File: src/rtl/gpio_irq_pkg.sv
package gpio_irq_pkg;
  localparam int BUS_W  = 32;
  localparam int ADDR_W = 4;

  typedef enum logic [ADDR_W-1:0] {
    RA_OUT    = 4'd0,
    RA_DIR    = 4'd1,
    RA_BLINK  = 4'd2,
    RA_POL    = 4'd3,
    RA_IN     = 4'd4,
    RA_CAUSE  = 4'd5,
    RA_EMASK  = 4'd6,
    RA_LMASK  = 4'd7,
    RA_DIRSET = 4'd10,
    RA_DIRCLR = 4'd11,
    RA_OUTSET = 4'd12,
    RA_OUTCLR = 4'd13
  } regAddr_e;

  typedef struct packed {
    logic              wrOut;
    logic              wrDir;
    logic              wrBlink;
    logic              wrPol;
    logic              wrCause;
    logic              wrEmask;
    logic              wrLmask;
    logic              setDir;
    logic              clrDir;
    logic              setOut;
    logic              clrOut;
    logic              rdEn;
    logic [ADDR_W-1:0] rdAddr;
  } ctlStrobe_t;
endpackage

File: src/rtl/gpio_irq_ctrl.sv
module gpio_irq_ctrl
  import gpio_irq_pkg::*;
(
  input  logic              clk,
  input  logic              rstN,
  input  logic              sel,
  input  logic              we,
  input  logic [ADDR_W-1:0] addr,
  output ctlStrobe_t        strb
);
  logic isWrite;
  assign isWrite = sel & we;

  always_comb begin
    strb        = '0;
    strb.rdEn   = sel & ~we;
    strb.rdAddr = addr;
    if (isWrite) begin
      case (addr)
        RA_OUT:    strb.wrOut   = 1'b1;
        RA_DIR:    strb.wrDir   = 1'b1;
        RA_BLINK:  strb.wrBlink = 1'b1;
        RA_POL:    strb.wrPol   = 1'b1;
        RA_CAUSE:  strb.wrCause = 1'b1;
        RA_EMASK:  strb.wrEmask = 1'b1;
        RA_LMASK:  strb.wrLmask = 1'b1;
        RA_DIRSET: strb.setDir  = 1'b1;
        RA_DIRCLR: strb.clrDir  = 1'b1;
        RA_OUTSET: strb.setOut  = 1'b1;
        RA_OUTCLR: strb.clrOut  = 1'b1;
        default:   ;
      endcase
    end
  end

  // one access per cycle, so at most one strobe fires
  p_single_access_r9: assert property (@(posedge clk) disable iff (!rstN)
    $onehot0({strb.wrOut, strb.wrDir, strb.wrBlink, strb.wrPol, strb.wrCause,
              strb.wrEmask, strb.wrLmask, strb.setDir, strb.clrDir,
              strb.setOut, strb.clrOut, strb.rdEn}));
endmodule

File: src/rtl/gpio_irq_datapath.sv
module gpio_irq_datapath
  import gpio_irq_pkg::*;
#(
  parameter int NUM_PINS    = 32,
  parameter int SYNC_STAGES = 2
) (
  input  logic                clk,
  input  logic                rstN,
  input  ctlStrobe_t          strb,
  input  logic [BUS_W-1:0]    wdata,
  input  logic [NUM_PINS-1:0] padIn,
  output logic [BUS_W-1:0]    rdata,
  output logic [NUM_PINS-1:0] padOut,
  output logic [NUM_PINS-1:0] padOe,
  output logic                irq
);
  localparam int LAST_STAGE = SYNC_STAGES - 1;
  typedef logic [NUM_PINS-1:0] pinVec_t;

  pinVec_t outReg, dirReg, blinkReg, polReg, causeReg, emaskReg, lmaskReg;
  pinVec_t adjIn, prevAdj, riseVec, causeNext, wrBits;
  pinVec_t syncPipe [SYNC_STAGES];
  logic [BUS_W-1:0] readVal;

  assign wrBits = wdata[NUM_PINS-1:0];

  // input synchronizer
  always_ff @(posedge clk or negedge rstN) begin
    if (!rstN) begin
      for (int s = 0; s < SYNC_STAGES; s++) syncPipe[s] <= '0;
    end else begin
      syncPipe[0] <= padIn;
      for (int s = 1; s < SYNC_STAGES; s++) syncPipe[s] <= syncPipe[s-1];
    end
  end

  assign adjIn = syncPipe[LAST_STAGE] ^ polReg;

  // per-pin edge detection and cause update
  for (genvar p = 0; p < NUM_PINS; p++) begin : g_pin
    assign riseVec[p]   = adjIn[p] & ~prevAdj[p];
    assign causeNext[p] = (causeReg[p] & (~strb.wrCause | wrBits[p])) | riseVec[p];
  end

  always_ff @(posedge clk or negedge rstN) begin
    if (!rstN) begin
      outReg   <= '0;
      dirReg   <= '1;
      blinkReg <= '0;
      polReg   <= '0;
      emaskReg <= '0;
      lmaskReg <= '0;
      causeReg <= '0;
      prevAdj  <= '0;
      irq      <= 1'b0;
    end else begin
      if (strb.wrOut)       outReg <= wrBits;
      else if (strb.setOut) outReg <= outReg | wrBits;
      else if (strb.clrOut) outReg <= outReg & ~wrBits;

      if (strb.wrDir)       dirReg <= wrBits;
      else if (strb.setDir) dirReg <= dirReg | wrBits;
      else if (strb.clrDir) dirReg <= dirReg & ~wrBits;

      if (strb.wrBlink) blinkReg <= wrBits;
      if (strb.wrPol)   polReg   <= wrBits;
      if (strb.wrEmask) emaskReg <= wrBits;
      if (strb.wrLmask) lmaskReg <= wrBits;

      causeReg <= causeNext;
      prevAdj  <= adjIn;
      irq      <= |((causeReg & emaskReg) | (adjIn & lmaskReg));
    end
  end

  always_comb begin
    case (strb.rdAddr)
      RA_OUT:   readVal = BUS_W'(outReg);
      RA_DIR:   readVal = BUS_W'(dirReg);
      RA_BLINK: readVal = BUS_W'(blinkReg);
      RA_POL:   readVal = BUS_W'(polReg);
      RA_IN:    readVal = BUS_W'(adjIn);
      RA_CAUSE: readVal = BUS_W'(causeReg);
      RA_EMASK: readVal = BUS_W'(emaskReg);
      RA_LMASK: readVal = BUS_W'(lmaskReg);
      default:  readVal = '0;
    endcase
  end

  always_ff @(posedge clk or negedge rstN) begin
    if (!rstN)          rdata <= '0;
    else if (strb.rdEn) rdata <= readVal;
  end

  assign padOut = outReg;
  assign padOe  = ~dirReg;

  // clear-alias bits enable their output drivers on the next cycle
  p_dir_clear_r3: assert property (@(posedge clk) disable iff (!rstN)
    strb.clrDir |=> ((padOe & $past(wrBits)) == $past(wrBits)));

  // set-alias bits drive high on the next cycle
  p_out_set_r3: assert property (@(posedge clk) disable iff (!rstN)
    strb.setOut |=> ((padOut & $past(wrBits)) == $past(wrBits)));

  // cause bits never fall without a write to the cause register
  p_cause_sticky_r7: assert property (@(posedge clk) disable iff (!rstN)
    !strb.wrCause |=> ((causeReg & $past(causeReg)) == $past(causeReg)));

  // after a clearing write only kept bits or fresh edges remain
  p_cause_clear_r7: assert property (@(posedge clk) disable iff (!rstN)
    strb.wrCause |=> ((causeReg & ~$past(wrBits) & ~$past(riseVec)) == '0));

  // no enabled source means no interrupt on the next cycle
  p_irq_quiet_r8: assert property (@(posedge clk) disable iff (!rstN)
    (((causeReg & emaskReg) | (adjIn & lmaskReg)) == '0) |=> !irq);
endmodule

File: src/rtl/gpio_irq_bank.sv
module gpio_irq_bank
  import gpio_irq_pkg::*;
#(
  parameter int NUM_PINS    = 32,
  parameter int SYNC_STAGES = 2
) (
  input  logic                clk,
  input  logic                rstN,
  input  logic                sel,
  input  logic                we,
  input  logic [ADDR_W-1:0]   addr,
  input  logic [BUS_W-1:0]    wdata,
  output logic [BUS_W-1:0]    rdata,
  input  logic [NUM_PINS-1:0] padIn,
  output logic [NUM_PINS-1:0] padOut,
  output logic [NUM_PINS-1:0] padOe,
  output logic                irq
);
  ctlStrobe_t strb;

  gpio_irq_ctrl u_ctrl (
    .clk  (clk),
    .rstN (rstN),
    .sel  (sel),
    .we   (we),
    .addr (addr),
    .strb (strb)
  );

  gpio_irq_datapath #(
    .NUM_PINS    (NUM_PINS),
    .SYNC_STAGES (SYNC_STAGES)
  ) u_dp (
    .clk    (clk),
    .rstN   (rstN),
    .strb   (strb),
    .wdata  (wdata),
    .padIn  (padIn),
    .rdata  (rdata),
    .padOut (padOut),
    .padOe  (padOe),
    .irq    (irq)
  );
endmodule

File: config.mk
export PLATFORM = sky130hd
export DESIGN_NAME = gpio_irq_bank
export DESIGN_NICKNAME = d
export VERILOG_FILES = /design/src/rtl/gpio_irq_pkg.sv /design/src/rtl/gpio_irq_ctrl.sv /design/src/rtl/gpio_irq_datapath.sv /design/src/rtl/gpio_irq_bank.sv
export SDC_FILE = /design/constraint.sdc
export NUM_CORES = 1
export LEC_CHECK = 0
export ABC_AREA = 0
export CAP_MARGIN = 25
export CORE_ASPECT_RATIO = 0.9
export CORE_MARGIN = 2
export CORE_UTILIZATION = 30
export CTS_CLUSTER_DIAMETER = 40
export DETAILED_ROUTE_END_ITERATION = 10
export GPL_ROUTABILITY_DRIVEN = 0
export MAX_ROUTING_LAYER = met4
export PLACE_DENSITY = 0.44
export SETUP_SLACK_MARGIN = 0.02
export SYNTH_ARGS = -nofsm -noshare
export SYNTH_HDL_FRONTEND = slang
export SYNTH_SLANG_ARGS = --single-unit
File: constraint.sdc
create_clock -name clk -period 2.16 [get_ports clk]
set_clock_uncertainty 0.15 [all_clocks]
set_input_delay 0.432 -clock clk [delete_from_list [all_inputs] [get_ports clk]]
set_output_delay 0.432 -clock clk [all_outputs]
set_load 0.05 [all_outputs]
==> results.md <==
* First-pass GRT wire length at 78,500 um
* Min Clock Period, post-route at about 2400 ps
* Total power draw at 0.0234 W
* Htree depth at 2
* Failing checks: setup timing
* Via/cell ratio at 5.14
* Synth Area in Compound Gates at 0.179
* Vias in the first global route at ~12,000
* # diodes at 0
* Worst reg2reg path depth at 5
* Routed wire length per instance at 24.0 um
* Antenna violations before repair at 0
* Crit-path max FO at 3
* Largest family of logic cells by synthesized area: compound AO/OA/AOI/OAI gates
* Initial drt markers at 960
* Root Buffer: clkbuf_16
* Pre-antenna DRT Iters at 5
* Worst hold path class: input port to register
* Core ar. at 0.0479 mm^2
* Post-DP HPWL at 37,000 um
* Outcome: complete, but fails checks
* Count of final setup violators at 1
* Ports at 169
* Number of synthesized flops with an enable pin at 0
* Syn_nets at between 1,000 and 1,500
* Clk buf depth at 3
* Final Hold Violating Endpoints at 0
* DR DRC count at 0
* Initial Util at 0.304
* Post-synth ARST share at 1.00
* Setup CP Type: register to register
* Drt total wl at 52,600 um
* CTS Sinks at 353
* Gate Count Post-Synth at 1,193
* Post-route antenna net violation count at 0
* Die ar. at 0.0503 mm^2
* Die Ht at 213 um
* Share of cells above drive strength 1 at 0.319
* Synth Area in Simple Gates at 0.0544
* Period utilization at 1.09
* RSZ-0062 raised after global routing: yes
* Rows at 76
* Slew HR at 0.574
* CTS clk-pin slew, worst paths at 60 ps
* FF-to-FF setup slack at -200 ps
* Slew Limit Fails at 0
* Later-pin clock latency in the skew report at 610 ps
* Setup_tns at -202 ps
* DIE WIDTH at 236 um
* Maximum vdd drop at about 0.6 mV
* #FFs+latches synth at 353
* CTS tree: yes
* Setup ws final at -202 ps
* Via count at around 11,000
* Gr usage total at 0.217
* Register area share after synthesis at 0.609
* Synthesis Warnings at 0
* Fmax at between 400 and 500 MHz
* Mapped Area at roughly 0.015 mm^2
* Cts bufs inserted at 60
* Crit path DAT at 2690 ps
* Nets at 1,587
* Fillers at 4,565
* Synth Area in XOR/XNOR at 0.0198
* Worst hold margin at 106 ps
* Mux contribution to synthesized area at 0.0912
* Leak Pwr at about 9 nW
* Mean area per synthesized cell at 12.2 um^2
* Register area at 0.00887 mm^2
* Adder-cell share of the synthesized area at 0
* Worst Path Required at 2490 ps
* Max-cap viol count at 0
* Hold path depth at 1
* Largest net degree at the start of global routing at 57
* CP endpoint kind: register
* Cell Pwr Density at about 1100 mW/mm^2
* Worst slew pin tran at ~640 ps
* Distinct cells, synth at 42
* Startpoint types: register
* I/O Buffers at 168
* Area of the multi-input gates at 0.00515 mm^2
* Dominant synthesized flop cell: dfrtp_1
* Layout area overhead at 40.0%
* Total grt overflow at 0
==> cell families (layout without fill, tap and decap cells) <==
group | count (synthesis) | count (layout)
AOI/OAI and AO/OA | 376 | 376
xor gates and xnor gates | 33 | 33
buffers and inverters | 160 | 533
DFF | 353 | 353
muxes | 118 | 118
and+or+nand+nor | 153 | 153
==> critical path: stages, from the launching register on <==
cell      delay (ps)
dfrtp_1          400
a22o_1           260
a221oi_2         260
nand4_1          230
or4_1            540
or3_4            400
==> synthesized netlist by cell type, types with 2 or more instances <==
library cell    n  area, um^2
nor4b_2         2        30.0
a22oi_2         2        25.0
dfrtp_1       321        8030
nand3_1        27         135
a32o_1         32         320
nor2b_1         4        25.0
a22o_1         41         359
nand2_1        85         319
mux2_1         61         687
nor3_2          3        30.0
a32oi_1        10        87.6
nor2_1          4        15.0
mux2_2         57         642
a222oi_1       23         230
xor2_1         33         289
nor4bb_1        2        20.0
inv_1          74         278
a221oi_2        4        60.1
buf_4          10        75.1
clkbuf_1       45         169
a21oi_1        34         170
a221oi_1        5        43.8
dfstp_2        32         841
o21ai_1        46         230
o21ai_0       104         521
nand4_1        14        87.6
a22oi_1        75         563
buf_2          29         145
==> where the power goes <==
group	internal (W)	switching (W)	leakage, nW
sequential	0.00782	0.000933	4.19
clock	0.00631	0.00365	1.02
combinational	0.00182	0.00285	3.76
total	0.0159	0.00743	8.97
==> layout by cell type, fill, tap and decap left out, drive strengths merged, types with 3 or more instances in the layout <==
master,instances
a21oi,34
a22oi,77
clkinvlp,9
nand2,85
a222oi,23
o21ai,150
a22o,41
dfrtp,321
buf,274
clkinv,11
a32oi,10
dfstp,32
nor3,4
nand4,14
nor2b,4
mux2,118
a32o,32
bufinv,7
clkdlybuf4s50,70
nor2,4
clkbuf,72
nor4b,3
nand3,27
xor2,33
inv,89
a221oi,9
==> cell type report <==
class	instances	share of cell area
Tap cell	624	0.0383
Timing Repair Buffer	346	0.156
Inverter	74	0.0136
Clock buffer	71	0.0797
Clock inverter	42	0.0247
Multi-Input combinational cell	680	0.253
Sequential cell	353	0.435
==> final timing paths <==
path | startpoint | end
min reg2reg | u_dp.syncPipe[45]$_DFF_PN0_ | u_dp.syncPipe[13]$_DFF_PN0_
max reg2reg | u_dp.causeReg[21]$_DFF_PN0_ | u_dp.irq$_DFF_PN0_
max in group asynchronous | rstN | async pin
min | padIn[4] | u_dp.syncPipe[36]$_DFF_PN0_
max | u_dp.causeReg[21]$_DFF_PN0_ | u_dp.irq$_DFF_PN0_
min in group asynchronous | rstN | async pin
==> metal layers <==
metal	vias up	global-route usage	routed length (um)
met2	344	0.330	23900
met4	0	0.0559	1020
li1	5051	-	-
met5	-	-	0
met3	70	0.0295	2610
met1	5790	0.306	25100
==> per-stage QoR <==
| step | cells | utilization | setup slack (ps) | instance area, um^2 |
|---|---|---|---|---|
| floorplan | 1193 | - | 211 | 14600 |
| global placement | 2073 | 0.380 | -554 | 18200 |
| detailed placement | 2073 | 0.380 | -574 | 18200 |
| CTS | 2188 | 0.425 | -190 | 20400 |
| global route | 2190 | 0.426 | -230 | 20400 |
| finish | 2190 | 0.426 | -202 | 20400 |
==> what timing repair did <==
action                                  4_1_cts  5_1_grt
gates resized for setup                      30       20
endpoints found under the hold margin       189        0
pin swaps                                     2        4
gates cloned                                  0        0
buffers inserted                              1        2
endpoints found under the setup margin        9       52
hold buffers                                  1        0
Note: power is estimated with default switching activity, not from simulation.
